`src/rtl/amo_pkg.sv`:
```
package amo_pkg;

  localparam logic [3:0] OP_LR = 4'b1000;
  localparam logic [3:0] OP_SC = 4'b1001;

  // downstream source select
  typedef enum logic [1:0] {
    DN_UP   = 2'd0,  // raw upstream request
    DN_UPW  = 2'd1,  // upstream address word-aligned, full word
    DN_HOLD = 2'd2,  // captured word address, read
    DN_NEW  = 2'd3   // captured word address, computed value
  } dsel_e;

  // upstream read data select
  typedef enum logic [1:0] {
    UP_DN   = 2'd0,
    UP_OLD  = 2'd1,
    UP_ZERO = 2'd2,
    UP_ONE  = 2'd3
  } rsel_e;

  typedef struct packed {
    logic  capture;
    logic  loadOld;
    logic  setResv;
    logic  clrResv;
    dsel_e dnSel;
    rsel_e upSel;
  } ctl_t;

endpackage

```
`src/rtl/amo_datapath.sv`:
```
module amo_datapath
  import amo_pkg::*;
#(
  parameter int ADDR_W = 32,
  parameter int DATA_W = 32
) (
  input  logic              clk,
  input  logic              rstN,
  input  ctl_t              ctl,
  input  logic [ADDR_W-1:0] upAddr,
  input  logic [DATA_W-1:0] upWdata,
  input  logic [DATA_W/8-1:0] upBen,
  input  logic [3:0]        upOp,
  input  logic [DATA_W-1:0] dnRdata,
  input  logic              wrIssue,
  output logic [ADDR_W-1:0] dnAddr,
  output logic [DATA_W-1:0] dnWdata,
  output logic [DATA_W/8-1:0] dnBen,
  output logic [DATA_W-1:0] upRdata,
  output logic              resvHit
);

  localparam int BEN_W = DATA_W / 8;
  localparam int OFS_W = $clog2(BEN_W);
  localparam int WA_W  = ADDR_W - OFS_W;

  logic [WA_W-1:0]   reqWord;
  logic [3:0]        reqOp;
  logic [DATA_W-1:0] reqOpd;
  logic [DATA_W-1:0] oldVal;
  logic [DATA_W-1:0] newVal;
  logic              resvValid;
  logic [WA_W-1:0]   resvWord;

  always_ff @(posedge clk or negedge rstN) begin
    if (!rstN) begin
      reqWord <= '0;
      reqOp   <= '0;
      reqOpd  <= '0;
      oldVal  <= '0;
    end else begin
      if (ctl.capture) begin
        reqWord <= upAddr[ADDR_W-1:OFS_W];
        reqOp   <= upOp;
        reqOpd  <= upWdata;
      end
      if (ctl.loadOld) oldVal <= dnRdata;
    end
  end

  // single reservation; set has priority, any write to the word clears it
  always_ff @(posedge clk or negedge rstN) begin
    if (!rstN) begin
      resvValid <= 1'b0;
      resvWord  <= '0;
    end else if (ctl.setResv) begin
      resvValid <= 1'b1;
      resvWord  <= reqWord;
    end else if (ctl.clrResv || (wrIssue && dnAddr[ADDR_W-1:OFS_W] == resvWord)) begin
      resvValid <= 1'b0;
    end
  end

  assign resvHit = resvValid && (upAddr[ADDR_W-1:OFS_W] == resvWord);

  // modify stage; low three code bits choose, bit 3 picks signedness
  always_comb begin
    unique case (reqOp[2:0])
      3'b001:  newVal = oldVal + reqOpd;
      3'b010:  newVal = oldVal ^ reqOpd;
      3'b011:  newVal = oldVal & reqOpd;
      3'b100:  newVal = oldVal | reqOpd;
      3'b110:  newVal = (reqOp[3] ? ($signed(oldVal) < $signed(reqOpd)) : (oldVal < reqOpd))
                        ? oldVal : reqOpd;
      3'b111:  newVal = (reqOp[3] ? ($signed(oldVal) > $signed(reqOpd)) : (oldVal > reqOpd))
                        ? oldVal : reqOpd;
      default: newVal = reqOpd;
    endcase
  end

  always_comb begin
    dnBen   = '1;
    dnWdata = '0;
    unique case (ctl.dnSel)
      DN_UP: begin
        dnAddr  = upAddr;
        dnWdata = upWdata;
        dnBen   = upBen;
      end
      DN_UPW: begin
        dnAddr  = {upAddr[ADDR_W-1:OFS_W], {OFS_W{1'b0}}};
        dnWdata = upWdata;
      end
      DN_HOLD: dnAddr = {reqWord, {OFS_W{1'b0}}};
      default: begin
        dnAddr  = {reqWord, {OFS_W{1'b0}}};
        dnWdata = newVal;
      end
    endcase
  end

  always_comb begin
    unique case (ctl.upSel)
      UP_OLD:  upRdata = oldVal;
      UP_ZERO: upRdata = '0;
      UP_ONE:  upRdata = DATA_W'(1);
      default: upRdata = dnRdata;
    endcase
  end

endmodule

```
`src/rtl/amo_control.sv`:
```
module amo_control
  import amo_pkg::*;
(
  input  logic       clk,
  input  logic       rstN,
  input  logic       upStb,
  input  logic       upAmo,
  input  logic [3:0] upOp,
  input  logic       upRw,
  input  logic       upLock,
  input  logic       dnAck,
  input  logic       dnErr,
  input  logic       resvHit,
  output logic       dnStb,
  output logic       dnRw,
  output logic       dnLock,
  output logic       upAck,
  output logic       upErr,
  output logic       isIdle,
  output ctl_t       ctl
);

  typedef enum logic [2:0] {
    S_IDLE, S_PASS, S_RD, S_WR, S_WRW, S_SCW, S_SCF
  } state_e;

  state_e state, stateNxt;
  logic   isLr;

  always_ff @(posedge clk or negedge rstN) begin
    if (!rstN) begin
      state <= S_IDLE;
      isLr  <= 1'b0;
    end else begin
      state <= stateNxt;
      if (state == S_IDLE && upStb) isLr <= (upOp == OP_LR);
    end
  end

  assign isIdle = (state == S_IDLE);

  always_comb begin
    stateNxt    = state;
    dnStb       = 1'b0;
    dnRw        = 1'b0;
    dnLock      = 1'b0;
    upAck       = 1'b0;
    upErr       = 1'b0;
    ctl.capture = 1'b0;
    ctl.loadOld = 1'b0;
    ctl.setResv = 1'b0;
    ctl.clrResv = 1'b0;
    ctl.dnSel   = DN_UP;
    ctl.upSel   = UP_DN;
    unique case (state)
      S_IDLE: if (upStb) begin
        ctl.capture = 1'b1;
        dnStb       = 1'b1;
        if (!upAmo) begin
          dnRw     = upRw;
          dnLock   = upLock;
          stateNxt = S_PASS;
        end else if (upOp == OP_SC) begin
          ctl.clrResv = 1'b1;
          ctl.dnSel   = DN_UPW;
          dnStb       = resvHit;
          dnRw        = 1'b1;
          stateNxt    = resvHit ? S_SCW : S_SCF;
        end else begin
          ctl.dnSel = DN_UPW;
          dnLock    = (upOp != OP_LR);
          stateNxt  = S_RD;
        end
      end
      S_PASS: begin
        upAck = dnAck && !dnErr;
        upErr = dnErr;
        if (dnAck || dnErr) stateNxt = S_IDLE;
      end
      S_RD: begin
        ctl.dnSel = DN_HOLD;
        dnLock    = !isLr;
        if (dnErr) begin
          upErr    = 1'b1;
          stateNxt = S_IDLE;
        end else if (dnAck) begin
          if (isLr) begin
            upAck       = 1'b1;
            ctl.setResv = 1'b1;
            stateNxt    = S_IDLE;
          end else begin
            ctl.loadOld = 1'b1;
            stateNxt    = S_WR;
          end
        end
      end
      S_WR: begin
        ctl.dnSel = DN_NEW;
        dnStb     = 1'b1;
        dnRw      = 1'b1;
        dnLock    = 1'b1;
        stateNxt  = S_WRW;
      end
      S_WRW: begin
        ctl.dnSel = DN_NEW;
        ctl.upSel = UP_OLD;
        dnRw      = 1'b1;
        dnLock    = 1'b1;
        upAck     = dnAck && !dnErr;
        upErr     = dnErr;
        if (dnAck || dnErr) stateNxt = S_IDLE;
      end
      S_SCW: begin
        ctl.dnSel = DN_HOLD;
        ctl.upSel = UP_ZERO;
        dnRw      = 1'b1;
        upAck     = dnAck && !dnErr;
        upErr     = dnErr;
        if (dnAck || dnErr) stateNxt = S_IDLE;
      end
      default: begin
        ctl.upSel = UP_ONE;
        upAck     = 1'b1;
        stateNxt  = S_IDLE;
      end
    endcase
  end

endmodule

```
`src/rtl/amo_unit.sv`:
```
module amo_unit
  import amo_pkg::*;
#(
  parameter int ADDR_W = 32,
  parameter int DATA_W = 32
) (
  input  logic                clk,
  input  logic                rstN,
  input  logic [ADDR_W-1:0]   upAddr,
  input  logic [DATA_W-1:0]   upWdata,
  input  logic [DATA_W/8-1:0] upBen,
  input  logic                upStb,
  input  logic                upRw,
  input  logic                upLock,
  input  logic                upAmo,
  input  logic [3:0]          upOp,
  output logic [DATA_W-1:0]   upRdata,
  output logic                upAck,
  output logic                upErr,
  output logic [ADDR_W-1:0]   dnAddr,
  output logic [DATA_W-1:0]   dnWdata,
  output logic [DATA_W/8-1:0] dnBen,
  output logic                dnStb,
  output logic                dnRw,
  output logic                dnLock,
  input  logic [DATA_W-1:0]   dnRdata,
  input  logic                dnAck,
  input  logic                dnErr
);

  ctl_t ctl;
  logic resvHit;
  logic ctlIdle;

  amo_control u_ctl (
    .clk     (clk),
    .rstN    (rstN),
    .upStb   (upStb),
    .upAmo   (upAmo),
    .upOp    (upOp),
    .upRw    (upRw),
    .upLock  (upLock),
    .dnAck   (dnAck),
    .dnErr   (dnErr),
    .resvHit (resvHit),
    .dnStb   (dnStb),
    .dnRw    (dnRw),
    .dnLock  (dnLock),
    .upAck   (upAck),
    .upErr   (upErr),
    .isIdle  (ctlIdle),
    .ctl     (ctl)
  );

  amo_datapath #(
    .ADDR_W (ADDR_W),
    .DATA_W (DATA_W)
  ) u_dp (
    .clk     (clk),
    .rstN    (rstN),
    .ctl     (ctl),
    .upAddr  (upAddr),
    .upWdata (upWdata),
    .upBen   (upBen),
    .upOp    (upOp),
    .dnRdata (dnRdata),
    .wrIssue (dnStb && dnRw),
    .dnAddr  (dnAddr),
    .dnWdata (dnWdata),
    .dnBen   (dnBen),
    .upRdata (upRdata),
    .resvHit (resvHit)
  );

endmodule

```
`config.mk`:
```
export PLATFORM = sky130hd
export DESIGN_NAME = amo_unit
export DESIGN_NICKNAME = d
export VERILOG_FILES = /design/src/rtl/amo_pkg.sv /design/src/rtl/amo_datapath.sv /design/src/rtl/amo_control.sv /design/src/rtl/amo_unit.sv
export SDC_FILE = /design/constraint.sdc
export NUM_CORES = 1
export LEC_CHECK = 0
export ABC_CLOCK_PERIOD_IN_PS = 4600
export BUFFER_PORTS_ARGS = -buffer_cell sky130_fd_sc_hd__buf_4
export CAP_MARGIN = 20
export CORE_ASPECT_RATIO = 0.7
export CORE_MARGIN = 3
export CORE_UTILIZATION = 55
export CTS_BUF_LIST = sky130_fd_sc_hd__clkbuf_2
export CTS_CLUSTER_DIAMETER = 40
export DETAILED_ROUTE_END_ITERATION = 8
export PLACE_DENSITY_LB_ADDON = 0.25
export SLEW_MARGIN = 30
export SYNTH_ARGS = -nofsm -noshare
export SYNTH_HDL_FRONTEND = slang
export SYNTH_HIERARCHICAL = 1
export SYNTH_SLANG_ARGS = --single-unit
```
`constraint.sdc`:
```
create_clock -name clk -period 4.6 [get_ports clk]
set_clock_uncertainty 0.1 [all_clocks]
set_input_delay 0.92 -clock clk [delete_from_list [all_inputs] [get_ports clk]]
set_output_delay 0.92 -clock clk [all_outputs]
set_load 0.02 [all_outputs]
```
; ---- After elaboration in Yosys (flattened, before gate mapping)
; Cells that the tools add are included.
[totals]
regBits = 133
out_inout_bits = 105
elab_cells = 109
[classes]
add_sub_neg = 1
n_lt_le_gt_ge = 4
n_eq_ne = 24
mux = 49
bitwise_logic = 3
n_reduce_logical = 20
[ops]
columns = operator, count
row1 = 32-bit one-hot mux with 6 select lines, 1
row2 = 32-bit one-hot mux with 2 select lines, 2
row3 = 32-bit one-hot mux with 3 select lines, 1
row4 = 32-bit > comparator, 2
row5 = 32-bit < comparator, 2
row6 = 32-bit two-way mux, 2
row7 = 30-bit == test, 2
row8 = 32-bit adder, 1
row9 = 32-bit bitwise AND, 1
row10 = 32-bit bitwise OR, 1
row11 = 32-bit XOR, 1
row12 = 3-bit two-way mux, 8
row13 = 1-bit two-way mux, 21
row14 = "3-bit == test, second input constant", 5
row15 = "3-bit by 2-bit == test with 1-bit output, second input constant", 4
row16 = 2-bit one-hot mux with 3 select lines, 2
row17 = 3-bit one-hot mux with 4 select lines, 1
row18 = 2-bit two-way mux, 5
row19 = "4-bit == test, second input constant", 2
row20 = 2-bit OR reduction, 4
row21 = "2-bit == test, second input constant", 3
row22 = "3-bit by 1-bit == test with 1-bit output, second input constant", 2
row23 = 1-bit one-hot mux with 2 select lines, 3
row24 = 1-bit one-hot mux with 3 select lines, 2
row25 = 15 further kinds, 23

; ---- Logic depth before layout (Yosys ltp)
; Gate-level depths: netlist of run 1.
[logic_depth]
word_depth = 12
mapped_depth = 14
ltp_nobuf = 12

; ---- By module
; The synthesis of run 1 kept the hierarchy.
[by_module_without_submodules]
columns = mod, n_inst, cells_each, area_each_um2, seq_area_each_um2
row1 = amo_datapath, 1, 1396, 11801.3, 3228.1
row2 = amo_control, 1, 66, 508.0, 100.1
row3 = amo_unit, 1, 1, 6.3, 0.0

; ---- Worst setup path before layout of run 1
; No wires, ideal clock.
[synth_path]
path_kind = reg-to-output
from = register u_dp.reqOpd[11]
to = output port dnWdata[15]
arrival_ns = 3.160
path_slack_ns = 0.420
stages_incl_launch_ff = 15
n_path_buf = 3
path_cell_list = dfrtp_1 inv_1 ha_1 buf_2 nor4_1 nand4_1 a21oi_1 o41ai_2 a31oi_4 a21boi_1 buf_4 buf_8 mux2i_1 a21oi_1 a221oi_1
[synth_via]
elab_chain_cells = 5
[synth_lines]
columns = item, line_no
row1 = start: declaration, amo_datapath.sv:29  ; logic [DATA_W-1:0] reqOpd;
row2 = start signal: assignment, amo_datapath.sv:45  ; reqOpd <= upWdata;
row3 = 32-bit > comparator or 32-bit < comparator (tied branches), "amo_datapath.sv:75, amo_datapath.sv:73"
row4 = "1-bit two-way mux, on equally long branches", "amo_datapath.sv:75, amo_datapath.sv:73"
row5 = "32-bit two-way mux, on equally long branches", "amo_datapath.sv:76, amo_datapath.sv:74"
row6 = 32-bit one-hot mux with 6 select lines *, amo_datapath.sv:68  ; unique case (reqOp[2:0])
row7 = 32-bit one-hot mux with 2 select lines *, amo_datapath.sv:84  ; unique case (ctl.dnSel)
row8 = end: declaration, amo_unit.sv:21  ; output logic [DATA_W-1:0] dnWdata,
; Mark *: on every way between the ends. The rest lies on a longest branch, timed or not.

; ---- Worst setup path after layout of run 1
[layout_path]
from = register u_dp.oldVal[22]
to = output port dnWdata[7]
[layout_via]
elab_chain_cells = 5
[layout_lines]
columns = item, line_no
row1 = start: declaration, amo_datapath.sv:30  ; logic [DATA_W-1:0] oldVal;
row2 = start signal: assignment, amo_datapath.sv:47  ; if (ctl.loadOld) oldVal <= dnRdata;
row3 = 32-bit > comparator or 32-bit < comparator (tied branches), "amo_datapath.sv:75, amo_datapath.sv:73"
row4 = "1-bit two-way mux, on equally long branches", "amo_datapath.sv:75, amo_datapath.sv:73"
row5 = "32-bit two-way mux, on equally long branches", "amo_datapath.sv:76, amo_datapath.sv:74"
row6 = 32-bit one-hot mux with 6 select lines *, amo_datapath.sv:68
row7 = 32-bit one-hot mux with 2 select lines *, amo_datapath.sv:84
; Marks and branches as above.

==> metrics.md, run 1 <==
| Metric | Value |
|---|---|
| Rel. slew slack | `33.65%` |
| TritonCTS Buffers | `17` |
| Synthesized area per cell | `8.421 um2` |
| Final Core Density | `74.99%` |
| Layout area overhead | `33.06%` |
| Die width | `184.8 um` |
| First DRT Iteration DRCs | `1527` |
| IO Count | `217` |
| Routability congestion estimate | `0.9843` |
| Top cell by count, worst path | `buf_4` |
| Core Rows | `45` |
| CP startpoint kind | `register` |
| Clock transition at the registers of the reported paths | `0.25 ns` |
| Initial Utilization | `56.36%` |
| Worst Tran Pin Value | `0.9952 ns` |
| Die height | `131.2 um` |
| First-pass GRT wire length | `68690 um` |
| Buffers & Inverters on Critical Path | `5` |
| Slowest-stage cell, CP | `dfrtp_1` |
| R2R Setup Slk | `0.88 ns` |
| Worst-path cell chain | `inv_1 > ha_4 > buf_4 > nor4_2 > and4_4 > o41ai_4 > a31oi_4 > a21boi_4 > buf_6 > buf_12 > mux2i_4 > a221oi_2 > a211oi_2 > buf_4` |
| Min cycle time layout | `5.098 ns` |
| # Max-Cap Violations | `0` |
| Status | `finished with violations` |
| P_leak | `7.407 nW` |
| Yosys warns | `6` |
| Layout cells sized above 1 | `36.73%` |
| Mapped Nets | `1671` |
| Worst vdd ir | `0.0005695 V` |
| Total routed wirelength | `45290 um` |
| Synth Instances | `1462` |
| CP Class | `register to primary output` |
| Drt pass-1 iters | `6` |
| Critical path depth | `14` |
| Clk_lat worst skew | `0.75 ns` |
| Port Buffers | `216` |
| Failing checks | `setup timing` |
| Drt wl/cell | `22.18 um` |
| Hold_ws | `0.2385 ns` |
| Critical path arrival | `4.08 ns` |
| CORE AREA | `21850 um2` |
| Clock tree from TritonCTS | `yes` |
| Number of global-route vias before repair | `12404` |
| Fin area | `16380 um2` |
| Synthesized area | `12310 um2` |
| GRT overflow | `0` |
| Nets | `1955` |
| Fin. max-slew vios | `0` |
| Final worst setup slack | `-0.4978 ns` |
| H-tree depth | `4` |
| RSZ-0062 raised after global routing | `yes` |
| Depth of the worst register-to-register path | `10` |
| Pre-CTS setup slack | `0.03685 ns` |
| Slowest cell delay on critical path | `0.46 ns` |
| Largest net degree at the start of global routing | `90` |
| CTS Buffer Depth | `2` |
| Dpl cell area | `14310 um2` |
| Delay-heaviest family, CP | `compound AO/OA/AOI/OAI gates` |
| Via count | `13000` |
| Worst Hold Class | `primary input to register` |
| FILL cells | `1630` |
| Clock Sinks | `133` |
| Avg Vias per Cell | `6.366` |
| Final setup viols | `32` |
| Initial antenna violation count | `1` |
| Overall Global Routing Usage | `35.66%` |
| Drt drc | `0` |
| CP Max Fanout | `5` |
| Die Area | `24240 um2` |
| Routed Antenna Nets | `0` |
| Fin. Hold Viols | `0` |
| Fmax | `196.2 MHz` |
| Min-Delay Path Depth | `3` |
| Final period utilization | `110.8%` |
| Root buffer cell | `clkbuf_2` |
| Post-DP HPWL | `29570 um` |
| Pwr per Cell Area | `960.9 nW/um2` |
| Req. time, crit path | `3.58 ns` |
| Worst Setup End Kind | `primary output` |
## sequential cells by signal, summed over array words and instances (netlist names)
name            flops
u_dp/reqWord       30
u_dp/reqOpd        32
u_ctl/state         3
u_dp/resvWord      30
u_dp/reqOp          4
u_dp/oldVal        32
u_ctl/isLr          1
u_dp/resvValid      1
## final cells by class
cell class                 instances  area [um2]  area share [%]
multi-input combinational       1127        8959           54.69
sequential                       133        3336           20.36
timing repair buffer             373        3102           18.93
inverter                          94       359.1           2.192
tap                              282       352.8           2.154
clock inverter                    14       181.4           1.107
clock buffer                      18       90.09          0.5499
antenna                            1       2.502         0.01528
## stage by stage
step | cells | setup TNS, ns | power (mW)
floorplan | 1462 | 0 | 8.612
global placement | 1900 | 0 | 11.38
detailed placement | 1900 | 0 | 11.49
CTS | 2026 | -12.49 | 14.84
global route | 2042 | -18.14 | 16.51
finish | 2042 | -12.36 | 15.74
## worst register-to-register path, cell delays in order, from the launching register on
cell and delay (ns):
dfrtp_1 0.72, nand2b_1 0.27, nand2b_4 0.26, buf_4 0.48, mux2_2 0.42, xor2_1 0.14
nor2_1 0.11, nand4b_1 0.22, nor4bb_1 0.47, nand4_1 0.16, a31o_2 0.28
## path summary, 6_finish.rpt
kind                                       start                end
worst min-delay path                 dnRdata[23]    u_dp/oldVal[23]
min in group asynchronous                   rstN    u_dp/oldVal[20]
max in group asynchronous                   rstN     u_dp/reqOpd[1]
worst min register to register  u_dp/reqWord[16]  u_dp/resvWord[16]
worst max register to register    u_ctl/state[2]     u_dp/resvValid
worst max-delay path             u_dp/oldVal[22]         dnWdata[7]
## cell usage in the layout (no fill, tap or decap), drive strengths merged, types with 8 or more instances in the layout
master and count:
buf 372, nand2 172, o21ai 135, dfrtp 133, ha 96, inv 94
nor2 93, mux2i 92, mux2 87, a21oi 79, xnor2 45, xor2 32
o221ai 31, o211ai 24, a221oi 23, clkbuf 18, a21o 17, a211oi 14
nand4 13, or3 10, a22oi 10, nor2b 10, nand3 10, nor4 10
o2bb2ai 9, a31oi 8, and3 8
## layer usage
metal / GRT usage [%] / up-vias / share of wire [%]
met5: 0 / - / 0
met4: 10.62 / 0 / 2.5
met3: 9.408 / 114 / 11
met2: 50.71 / 827 / 43
met1: 52.81 / 6254 / 44
li1: - / 5805 / -
## power by group
part	switching, mW	leakage, nW	internal, mW	total (mW)
logic	6.93	5.63	5.75	12.7
clock network	0.504	0.153	0.355	0.859
registers	0.500	1.62	1.70	2.20
total	7.93	7.41	7.81	15.7
## what timing repair did
item	4_1_cts	5_1_grt
resized for setup	116	65
pin swaps	57	38
setup endpoints to repair	32	33
buffers inserted	88	16
gates cloned	6	0
hold buffers	0	1
endpoints found under the hold margin	0	19
No activity file was read; power rests on OpenSTA's default activity.
==> run 2: changes to the inputs <==
--- a/config.mk
+++ b/config.mk
@@ -5,7 +5,7 @@
 export SDC_FILE = /design/constraint.sdc
 export NUM_CORES = 1
 export LEC_CHECK = 0
-export ABC_CLOCK_PERIOD_IN_PS = 4600
+export ABC_CLOCK_PERIOD_IN_PS = 6100
 export BUFFER_PORTS_ARGS = -buffer_cell sky130_fd_sc_hd__buf_4
 export CAP_MARGIN = 20
 export CORE_ASPECT_RATIO = 0.7
==> constraint.sdc (replaced) <==
create_clock -name clk -period 6.1 [get_ports clk]
set_clock_uncertainty 0.1 [all_clocks]
set_input_delay 1.22 -clock clk [delete_from_list [all_inputs] [get_ports clk]]
set_output_delay 1.22 -clock clk [all_outputs]
set_load 0.02 [all_outputs]
==> run 2 against run 1 <==
  * The flow now finishes without violations
  * Flip-flop and latch count is the same
  * Clock-buffer cell count shrank 1
  * Cell count shrank 6.2%
  * Via count shrank 8.0%
  * Global-route usage shrank 3.5 points
  * Sequential share of layout area grew 2.7 points
  * Routed wire length shrank 12%
  * Register-to-register slack gained 0.96 ns
  * Utilization shrank 9.0 points
  * Combinational power shrank 46%
  * Die area is the same
  * Final area shrank 12%
==> metrics.md, run 2 (same netlist as run 1, synthesis figures left out) <==
| Metric | Value |
|---|---|
| RSZ-0062 raised after global routing | `no` |
| Req. time, crit path | `4.78 ns (+1.20 ns)` |
| H-tree depth | `4 (unchanged)` |
| First DRT Iteration DRCs | `1337 (-12%)` |
| # Max-Cap Violations | `0 (unchanged)` |
| Final period utilization | `95.26%` |
| Met3 GRT Util | `6.752% (-2.7 points)` |
| CTS Buffer Depth | `2 (unchanged)` |
| Most common cell after layout, fill and taps aside | `buf_4` |
| Final Core Density | `66.03% (-9.0 points)` |
| First-pass GRT wire length | `62690 um (-8.7%)` |
| Root buffer cell | `clkbuf_2` |
| Worst Setup End Kind | `primary output` |
| GRT overflow | `0 (unchanged)` |
| Clock tree from TritonCTS | `yes` |
| Die Area | `24240 um2 (unchanged)` |
| IO Count | `217 (unchanged)` |
| Storage cell area | `3329 um2 (-0.19%)` |
| CP Max Fanout | `8 (+3)` |
| Routed Antenna Nets | `0 (unchanged)` |
| Rel. slew slack | `36.42% (+2.8 points)` |
| Layout cells sized above 1 | `24.54% (-12 points)` |
| FILL cells | `1856 (+14%)` |
| Biggest regs | `u_dp/oldVal (32), u_dp/reqOpd (32)` |
| Worst vdd ir | `0.0004515 V (-21%)` |
| Pwr per Cell Area | `642.6 nW/um2 (-33%)` |
| Nets | `1831 (-6.3%)` |
| Die width | `184.8 um (unchanged)` |
| Port Buffers | `216 (unchanged)` |
| Critical path arrival | `4.49 ns (+0.41 ns)` |
| Final worst setup slack | `0.2892 ns (+0.7870 ns)` |
| Most Crowded Layer GR | `met1` |
| Clock transition at the registers of the reported paths | `0.26 ns (about the same)` |
| Clk_lat worst skew | `0.73 ns (-0.02 ns)` |
| N_diodes | `0 (-1)` |
| Die height | `131.2 um (unchanged)` |
| Via count | `11960 (-8.0%)` |
| Worst Tran Pin Value | `0.9537 ns (-0.04152 ns)` |
| Pre-CTS setup slack | `0.8641 ns (+0.8272 ns)` |
| Multi-input gate area | `8230 um2 (-8.1%)` |
| CORE AREA | `21850 um2 (unchanged)` |
| P_leak | `6.650 nW (-10%)` |
| Drt pass-1 iters | `7 (+1)` |
| Status | `complete, no violations` |
| CP startpoint kind | `register` |
| Initial Utilization | `56.36% (unchanged)` |
| Cts hold-fix bufs | `0 (unchanged)` |
| Min cycle time layout | `5.811 ns` |
| Clock Sinks | `133 (unchanged)` |
| Layout area overhead | `17.15%` |
| Initial antenna violation count | `1 (unchanged)` |
| Post-DP HPWL | `28720 um (-2.9%)` |
| Avg Vias per Cell | `6.242 (-1.9%)` |
| Drt drc | `0 (unchanged)` |
| Fin. max-slew vios | `0 (unchanged)` |
| Drt wl/cell | `20.91 um (-5.7%)` |
| GR Util met1 | `48.10% (-4.7 points)` |
| Fmax | `172.1 MHz` |
| M2 GR Usage | `47.39% (-3.3 points)` |
| Number of global-route vias before repair | `11335 (-8.6%)` |
| Fin. Hold Viols | `0 (unchanged)` |
| Largest net degree at the start of global routing | `96 (+6.7%)` |
| Total routed wirelength | `40070 um (-12%)` |
| Setup TNS | `0 ns (+12.36 ns)` |
| Core Rows | `45 (unchanged)` |
| Power Total | `9.268 mW (-41%)` |
| Routability congestion estimate | `1.007 (+2.3%)` |
| TritonCTS Buffers | `17 (unchanged)` |
| Overall Global Routing Usage | `32.20% (-3.5 points)` |
| Most frequent cells in the layout | `246 x buf_4, 172 x nand2_1, 132 x dfrtp_1` |
| Depth of the worst register-to-register path | `12 (+2)` |
| CP Class | `register to primary output` |
| Worst Hold Class | `primary input to asynchronous set/reset pin` |
| Final setup viols | `0 (-100%)` |
## run 2: cell count changes in the layout (fill, tap and decap cells not counted), sizes merged
cell	previous run	this run
inv	94	96
clkinvlp	3	0
diode	1	0
clkinv	7	9
dlygate4sd3	1	0
buf	372	249
clkbuf	18	17
bufinv	4	3
## run 2: repair_timing
action / in CTS / in global routing
setup buffers: 0 / 3
gates resized for setup: 0 / 1
endpoints found under the setup margin: 0 / 10
## run 2: critical path: stages, from the launching register on
cell and delay [ns]:
dfrtp_1 0.47, inv_1 0.11, ha_1 0.47, inv_2 0.10
a21oi_1 0.20, o31ai_1 0.13, a221oi_1 0.65, a31oi_4 0.16
a21boi_4 0.18, buf_4 0.15, buf_4 0.17, or4b_1 0.50
o221ai_1 0.09, a31oi_1 0.12, buf_4 0.21
## run 2: layout make-up
type / count / area share (%)
multi-input combinational: 1127 / 57.06
sequential: 133 / 23.08
timing repair buffer: 249 / 13.15
inverter: 94 / 2.455
tap: 282 / 2.446
clock inverter: 14 / 1.214
clock buffer: 17 / 0.5899
## run 2: metrics by stage
| stage | instance area [um2] | hold WS [ns] | instances |
|---|---|---|---|
| 2_1_floorplan | 12310 | 0.3621 | 1462 |
| 3_3_place_gp | 14110 | 0.3744 | 1881 |
| 3_5_place_dp | 14110 | 0.3941 | 1881 |
| 4_1_cts | 14370 | 0.3978 | 1912 |
| 5_1_grt | 14420 | 0.1208 | 1916 |
| 6_report | 14420 | 0.1867 | 1916 |
## run 2: per-layer routing
layer | up-vias | part of all wire, %
met3 | 71 | 9.5
met4 | 2 | 2.1
met1 | 5727 | 45
li1 | 5533 | -
met5 | - | 0.025
met2 | 627 | 43
## run 2: report_power, final
part	internal, mW	leakage, nW	total [mW]	switching, mW
clock network	0.233	0.159	0.616	0.383
logic	2.77	4.86	6.87	4.10
registers	1.28	1.63	1.78	0.505
## run 2: path summary, 6_finish.rpt
kind,endpoint,startpoint,slack [ns]
setup reg to reg,u_dp/resvValid,u_dp/resvWord[15],1.84
max in group asynchronous,u_dp/oldVal[8],rstN,4.86
setup / recovery,dnWdata[27],u_dp/oldVal[27],0.29
hold reg to reg,u_dp/resvWord[9],u_dp/reqWord[9],0.42
min in group clk,u_dp/resvWord[9],u_dp/reqWord[9],0.42
hold / removal,u_dp/reqOpd[11],rstN,0.19
